File: src/rtl/cw_dp_pkg.sv
package cw_dp_pkg;

  localparam int unsigned SEL_W = 3;
  localparam int unsigned FN_W  = 5;
  localparam int unsigned CW_W  = 3 * SEL_W + FN_W;
  localparam int unsigned NREG  = (1 << SEL_W) - 1;

  // field positions inside the control word
  localparam int unsigned A_LSB  = CW_W - SEL_W;
  localparam int unsigned B_LSB  = A_LSB - SEL_W;
  localparam int unsigned D_LSB  = B_LSB - SEL_W;

  typedef enum logic [FN_W-1:0] {
    FN_PASS = 5'b00000,
    FN_INC  = 5'b00001,
    FN_ADD  = 5'b00010,
    FN_SUB  = 5'b00101,
    FN_DEC  = 5'b00110,
    FN_AND  = 5'b01000,
    FN_OR   = 5'b01010,
    FN_XOR  = 5'b01100,
    FN_NOT  = 5'b01110,
    FN_SHR  = 5'b10000,
    FN_SHL  = 5'b11000
  } alu_fn_e;

endpackage

File: src/rtl/cw_src_mux.sv
module cw_src_mux
  import cw_dp_pkg::*;
#(
  parameter int unsigned DW = 8
) (
  input  logic [SEL_W-1:0]           sel,
  input  logic [DW-1:0]              ext_in,
  input  logic [NREG-1:0][DW-1:0]    regs,
  output logic [DW-1:0]              bus
);

  // code 0 routes the external operand, code k routes register k
  always_comb begin
    bus = ext_in;
    for (int k = 1; k <= int'(NREG); k++) begin
      if (sel == SEL_W'(k)) bus = regs[k-1];
    end
  end

endmodule

File: src/rtl/cw_alu.sv
module cw_alu
  import cw_dp_pkg::*;
#(
  parameter int unsigned DW = 8
) (
  input  logic [FN_W-1:0] fn,
  input  logic [DW-1:0]   a,
  input  logic [DW-1:0]   b,
  output logic [DW-1:0]   y
);

  localparam logic [DW-1:0] ONE = DW'(1);

  always_comb begin
    case (alu_fn_e'(fn))
      FN_PASS: y = a;
      FN_INC:  y = a + ONE;
      FN_ADD:  y = a + b;
      FN_SUB:  y = a - b;
      FN_DEC:  y = a - ONE;
      FN_AND:  y = a & b;
      FN_OR:   y = a | b;
      FN_XOR:  y = a ^ b;
      FN_NOT:  y = ~a;
      FN_SHR:  y = {1'b0, a[DW-1:1]};
      FN_SHL:  y = {a[DW-2:0], 1'b0};
      default: y = '0;
    endcase
  end

endmodule

File: src/rtl/cw_regbank.sv
module cw_regbank
  import cw_dp_pkg::*;
#(
  parameter int unsigned DW = 8
) (
  input  logic                       clk,
  input  logic                       rst_n,
  input  logic [SEL_W-1:0]           dest,
  input  logic [DW-1:0]              wdata,
  output logic [NREG-1:0][DW-1:0]    regs
);

  logic [NREG-1:0]             wr_en;
  logic [NREG-1:0][DW-1:0]     reg_d;
  logic [NREG-1:0][DW-1:0]     reg_q;

  // destination decoder: code k enables register k, code 0 enables none
  for (genvar k = 0; k < int'(NREG); k++) begin : g_dec
    assign wr_en[k] = (dest == SEL_W'(k + 1));

    always_comb begin
      reg_d[k] = reg_q[k];
      if (wr_en[k]) reg_d[k] = wdata;
    end

    always_ff @(posedge clk or negedge rst_n) begin
      if (!rst_n) reg_q[k] <= '0;
      else        reg_q[k] <= reg_d[k];
    end
  end

  assign regs = reg_q;

endmodule

File: src/rtl/cw_datapath.sv
module cw_datapath
  import cw_dp_pkg::*;
#(
  parameter int unsigned DW = 8
) (
  input  logic              clk,
  input  logic              rst_n,
  input  logic [CW_W-1:0]   ctrl_word,
  input  logic [DW-1:0]     ext_in,
  output logic [DW-1:0]     result_out
);

  // reset: asserted asynchronously, released after two clock edges
  logic [1:0] rst_pipe_q;
  logic       rst_sync_n;

  always_ff @(posedge clk or negedge rst_n) begin
    if (!rst_n) rst_pipe_q <= '0;
    else        rst_pipe_q <= {rst_pipe_q[0], 1'b1};
  end
  assign rst_sync_n = rst_pipe_q[1];

  // control word fields
  logic [1:0][SEL_W-1:0]  src_sel;
  logic [SEL_W-1:0]       dst_sel;
  logic [FN_W-1:0]        fn_sel;

  assign src_sel[0] = ctrl_word[A_LSB +: SEL_W];
  assign src_sel[1] = ctrl_word[B_LSB +: SEL_W];
  assign dst_sel    = ctrl_word[D_LSB +: SEL_W];
  assign fn_sel     = ctrl_word[FN_W-1:0];

  logic [NREG-1:0][DW-1:0] reg_q;
  logic [1:0][DW-1:0]      bus;
  logic [DW-1:0]           alu_y;

  for (genvar g = 0; g < 2; g++) begin : g_bus
    cw_src_mux #(.DW(DW)) u_mux (
      .sel    (src_sel[g]),
      .ext_in (ext_in),
      .regs   (reg_q),
      .bus    (bus[g])
    );
  end

  cw_alu #(.DW(DW)) u_alu (
    .fn (fn_sel),
    .a  (bus[0]),
    .b  (bus[1]),
    .y  (alu_y)
  );

  cw_regbank #(.DW(DW)) u_bank (
    .clk   (clk),
    .rst_n (rst_sync_n),
    .dest  (dst_sel),
    .wdata (alu_y),
    .regs  (reg_q)
  );

  assign result_out = alu_y;

endmodule

File: config.mk
export PLATFORM = sky130hd
export DESIGN_NAME = cw_datapath
export DESIGN_NICKNAME = d
export VERILOG_FILES = /design/src/rtl/cw_dp_pkg.sv /design/src/rtl/cw_src_mux.sv /design/src/rtl/cw_alu.sv /design/src/rtl/cw_regbank.sv /design/src/rtl/cw_datapath.sv
export SDC_FILE = /design/constraint.sdc
export NUM_CORES = 1
export LEC_CHECK = 0
export BUFFER_PORTS_ARGS = -buffer_cell sky130_fd_sc_hd__buf_2
export CORE_MARGIN = 1
export CORE_UTILIZATION = 45
export DETAILED_ROUTE_END_ITERATION = 16
export PLACE_DENSITY_LB_ADDON = 0.25
export SLEW_MARGIN = 10
export SYNTH_ARGS = -nofsm -noshare
export SYNTH_HDL_FRONTEND = slang
export SYNTH_HIERARCHICAL = 1
export SYNTH_SLANG_ARGS = --single-unit
File: constraint.sdc
create_clock -name clk -period 7.05 [get_ports clk]
set_clock_uncertainty 0.2 [all_clocks]
set_input_delay 1.41 -clock clk [delete_from_list [all_inputs] [get_ports clk]]
set_output_delay 1.41 -clock clk [all_outputs]
set_load 0.02 [all_outputs]
==> impl_metrics.toml, run 1 <==
[power_and_ir_drop]
leakagePower_nw = 2.41
power_density_nw_per_um2 = 205
vdd_drop_max_mv = 0.133

[cells_and_area]
fillCellCount = 908
fin_util_pct = 51.1
drive_gt1_share_pct = 29.2
fin_cells = 636
areaGrowthSynthToFinish_pct = 10.4
layout.nets = 545
n_antenna_cell = 0

[clock_network]
cts_tree = "done"
root_buffer = "clkbuf_8"
clockBufferDepth = 2
path_clk_slew_ps = 60
clkSinkCount = 58
cts-resized-gates = 0
clock_latency_ps = 340
ctsHtreeMaxLevel = 3
postCtsSetupBuffers = 0
cts_buffers = 9
ctsHoldBuffers = 0

[sta]
max_slew_margin_pct = 37.5
setup_viol = 0
setup_tns_ps = 0
hold_viol_final = 0
fmax_mhz = 148
fin_crit_ps = 6750
post-route-period-util_pct = 95.8
rsz0062_at_grt = "false"
worst_slew_pin_slew_ps = 928
drv_slew = 0
setup_ws_ps = 296

[routing]
via_count = 3928
avgRoutedWirePerCell_um = 19.7
first_pass_iters = 5
drcViolationCount = 0
avgViaCountPerCell = 6.18
antenna_left = 0
wl_mm = 12.5
drt_iter0_drc = 369

[place]
portBuffers = 31
pre_cts_ws_ps = 336
place_inst = 620
gp_congestion = 0.865
hpwl_mm = 8.98

[critical_path]
reg2reg_depth = 15
criticalPathCategory = "input port to output port"
end_kind = "output port"
timing.rr.start = "u_bank/regs[2]"
crit_arrival_ps = 5140
required_ps = 5440
critPathMaxFanout = 14
start_kind = "input port"
rrSetupSlack_ps = 2880
r2r-end = "u_bank/regs[7]"

[min_path]
whs_path_depth = 0
min_from = "rst_pipe_q[0]"
hold_path_class = "register to register"
holdPathEnd = "rst_pipe_q[1]"

[die]
start_util_pct = 46.3
die_y_um = 105
fp-row-count = 37
core_area_um2 = 10300
dieArea_um2 = 11000
ios = 32
die_w_um = 105

[synth]
synthXorXnorAreaFrac_pct = 1.10
syn_nets = 514
synthFlopType = "dfrtp_1"
synth_common_cells = "mux2_2, dfrtp_1, nor2_1"
synth.avg_cell_area_um2 = 10.3
yosysSeqAreaShare_pct = 30.4
netlist.area_leader.share_pct = 30.4
netlist_top_cells_area = "dfrtp_1, mux2_2, mux4_1"
synth.most_common_cell = "mux2_2"
yosys.area.top_type = "dfrtp_1"
netlist_area_um2 = 4780
syn_inst = 464
yosys.area_share.simple_pct = 15.5
synth-async-reset-ratio_pct = 100
synthAdderAreaFrac_pct = 6.97
synth_seq_cells = 58
synth_top_family_by_area = "multiplexers"
synth_warnings = 6
synth-edff-count = 0
synth_compound_gate_area_share_pct = 14.3
synth.mux.area_fraction_pct = 27.2
synth.distinct_cells = 58

[grt]
grt_max_degree = 57
grt_antenna_before_repair = 0
grt_first_pass_wirelength_mm = 20.1
grt.total_usage_pct = 23.6
grt_overflow_total = 0
grt_pass1_vias = 3930

[run_status]
status = "finished, final reports clean"

[run]
cap_violations = 0
## logic make-up (layout without fill, tap and decap cells)
| group | Yosys count | count (layout) |
|---|---|---|
| compound gates | 105 | 105 |
| xor+xnor | 6 | 6 |
| fa+ha+maj | 26 | 26 |
| buf+inv | 42 | 78 |
| flops | 58 | 58 |
| mux | 90 | 90 |
| other cells | 1 | 1 |
| simple gates | 136 | 136 |
## cells in the final DEF, fill, tap and decap left out, types with 8 or more instances in the layout
cell / count
a21oi_1: 26
a32o_1: 8
buf_2: 31
buf_4: 14
clkbuf_8: 13
dfrtp_1: 57
ha_1: 25
inv_1: 17
mux2_2: 59
mux4_1: 12
mux4_2: 8
nand2_1: 26
nand2b_1: 15
nor2_1: 39
nor3_1: 18
o21ai_0: 34
## power breakdown
part	switching (mW)	total, mW	internal [mW]
logic	0.176	0.331	0.155
registers	0.0370	0.418	0.381
clock network	0.129	0.331	0.202
total	0.342	1.08	0.738
## per-layer routing
metal	global-route usage, %	share of wire (%)
met1	30.5	45
met2	38.6	46
met3	4.12	5.9
met4	11.1	3.1
met5	0	0
## flip-flops by register name, indices dropped and copies added, names as in the netlist
name,cells
u_bank/regs,56
rst_pipe_q,2
## stage by stage
step | hold slack [ps] | area [µm²] | power (mW)
2_1_floorplan | 131 | 4780 | 0.656
4_1_cts | 162 | 5270 | 1.08
5_1_grt | 173 | 5270 | 1.14
3_5_place_dp | 137 | 5060 | 0.751
6_report | 161 | 5270 | 1.08
3_3_place_gp | 144 | 5060 | 0.739
## worst max path at each step
stage | to | from
2_1_floorplan | result_out[5] | ctrl_word[8]
3_3_place_gp | result_out[7] | ctrl_word[8]
3_5_place_dp | result_out[7] | ctrl_word[8]
4_1_cts | result_out[7] | ctrl_word[8]
5_1_grt | result_out[7] | ctrl_word[9]
6_report | result_out[4] | ctrl_word[8]
## critical path, stage by stage
cell	delay, ps
buf_2	320
mux4_1	610
mux2_4	300
inv_1	120
ha_1	240
a221o_1	360
fa_1	430
nor2b_1	120
o21ai_0	100
nand2b_1	120
xnor2_1	70
o221ai_1	640
buf_2	300
## final cells by class
class                           count  area [µm²]  share of cell area, %
Clock inverter                      1        30.0                  0.569
Clock buffer                       15         186                   3.53
Inverter                           17        63.8                   1.21
Multi-Input combinational cell    364        3110                   59.0
Sequential cell                    58        1450                   27.5
Timing Repair Buffer               45         260                   4.93
Tap cell                          136         170                   3.23
(Power assumes the default switching activity.)
==> inputs of run 2 (changes only) <==
--- a/config.mk
+++ b/config.mk
@@ -6,7 +6,7 @@
 export NUM_CORES = 1
 export LEC_CHECK = 0
 export BUFFER_PORTS_ARGS = -buffer_cell sky130_fd_sc_hd__buf_2
-export CORE_MARGIN = 1
+export CORE_MARGIN = 3
 export CORE_UTILIZATION = 45
 export DETAILED_ROUTE_END_ITERATION = 16
 export PLACE_DENSITY_LB_ADDON = 0.25
==> impl_metrics.toml, run 2 (synthesis results as in run 1) <==
[routing]
wl_mm = 12.4
antenna_left = 0
avgViaCountPerCell = 6.25
avgRoutedWirePerCell_um = 19.6
drt_iter0_drc = 275
drcViolationCount = 0
via_count = 3948
first_pass_iters = 5

[critical_path]
start_kind = "input port"
crit_arrival_ps = 5080
critPathMaxFanout = 10
required_ps = 5440
criticalPathCategory = "input port to output port"
reg2reg_depth = 16
end_kind = "output port"

[cells_and_area]
final_cell_mix = "mux2_2, dfrtp_1, nor2_1, o21ai_0, buf_2"
layout.nets = 545
final_common_cell = "mux2_2"
postLayoutCellArea_um2 = 5250
drive_gt1_share_pct = 29.3
largest_reg_flops = 56
n_antenna_cell = 0
areaGrowthSynthToFinish_pct = 9.90

[grt]
grt.total_usage_pct = 21.4
grt_max_degree = 57
grt_most_used_layer = "met2"
grt_antenna_before_repair = 0
grt_overflow_total = 0
use_met2_pct = 34.0
grt_util_met1_pct = 30.4
use_met3_pct = 3.08
grt_pass1_vias = 3778
grt_first_pass_wirelength_mm = 19.6

[min_path]
whs_path_depth = 0
hold_path_class = "register to register"

[place]
portBuffers = 31
hpwl_mm = 9.00
gp_congestion = 0.917
dpl_cell_area_um2 = 5050

[sta]
post-route-period-util_pct = 94.9
fmax_mhz = 149
max_slew_margin_pct = 36.3
setup_viol = 0
fin_crit_ps = 6690
setup_tns_ps = 0
drv_slew = 0
worst_slew_pin_slew_ps = 945
hold_viol_final = 0
rsz0062_at_grt = "false"

[clock_network]
postCtsSetupBuffers = 0
ctsHoldBuffers = 0
cts_buffers = 9
clockBufferDepth = 2
clock_latency_ps = 330
path_clk_slew_ps = 60
cts_tree = "done"
root_buffer = "clkbuf_8"
cts-resized-gates = 0
ctsHtreeMaxLevel = 3
clkSinkCount = 58

[die]
start_util_pct = 47.5
ios = 32
fp-row-count = 36
core_area_um2 = 10000
die_w_um = 109
die_y_um = 109
dieArea_um2 = 11900

[power_and_ir_drop]
power_density_nw_per_um2 = 200
leakagePower_nw = 2.40
vdd_drop_max_mv = 0.124

[run_status]
status = "finished, final reports clean"

[run]
cap_violations = 0
-- run 2: through the flow --
stage / setup WS [ps] / utilization (%) / hold slack, ps / std cells / power [mW]
finish: 357 / 52.3 / 157 / 632 / 1.05
global route: 43.1 / 52.3 / 169 / 632 / 1.11
CTS: 320 / 52.3 / 160 / 632 / 1.06
detailed placement: 322 / 50.3 / 145 / 617 / 0.751
global placement: 418 / 50.3 / 136 / 617 / 0.739
floorplan: 893 / - / 131 / 464 / 0.656
-- run 2: final timing paths --
kind	from	to	slack (ps)
min in group asynchronous	rst_pipe_q[1]	u_bank/regs[7]	190
min	rst_pipe_q[0]	rst_pipe_q[1]	160
max	ctrl_word[8]	result_out[4]	360
min reg2reg	rst_pipe_q[0]	rst_pipe_q[1]	160
max reg2reg	u_bank/regs[0]	u_bank/regs[31]	2870
max in group asynchronous	rst_n	rst_pipe_q[1]	5900
-- run 2: where the power goes --
part	leakage [nW]	internal [mW]	switching [mW]
clock	0.102	0.179	0.124
combinational	1.52	0.155	0.177
sequential	0.782	0.381	0.0361
total	2.40	0.716	0.337
-- run 2: critical path, cell delays in order --
cell	delay, ps
buf_2	280
mux4_1	590
mux2_4	300
inv_1	120
ha_1	230
a21oi_1	80
nor2_1	120
nor3_1	60
ha_1	370
nor2b_1	150
o21ai_0	220
nand2b_1	140
xnor2_1	140
o221ai_1	570
buf_2	290
-- run 2: area by class of cell --
class                   count  area (µm²)
clock buffers              12         155
fillers                   905        4800
flip-flops and latches     58        1450
repair buffers             45         260
clock inverters             3        40.0
multi-input cells         364        3110
well taps                 133         166
inverters                  17        63.8
-- run 2: per-layer routing --
layer,wire length [µm],vias up,share of wire [%]
met5,0,-,0
met4,208,0,1.7
met3,592,21,4.8
met2,5770,134,47
met1,5830,1973,47
li1,-,1820,-
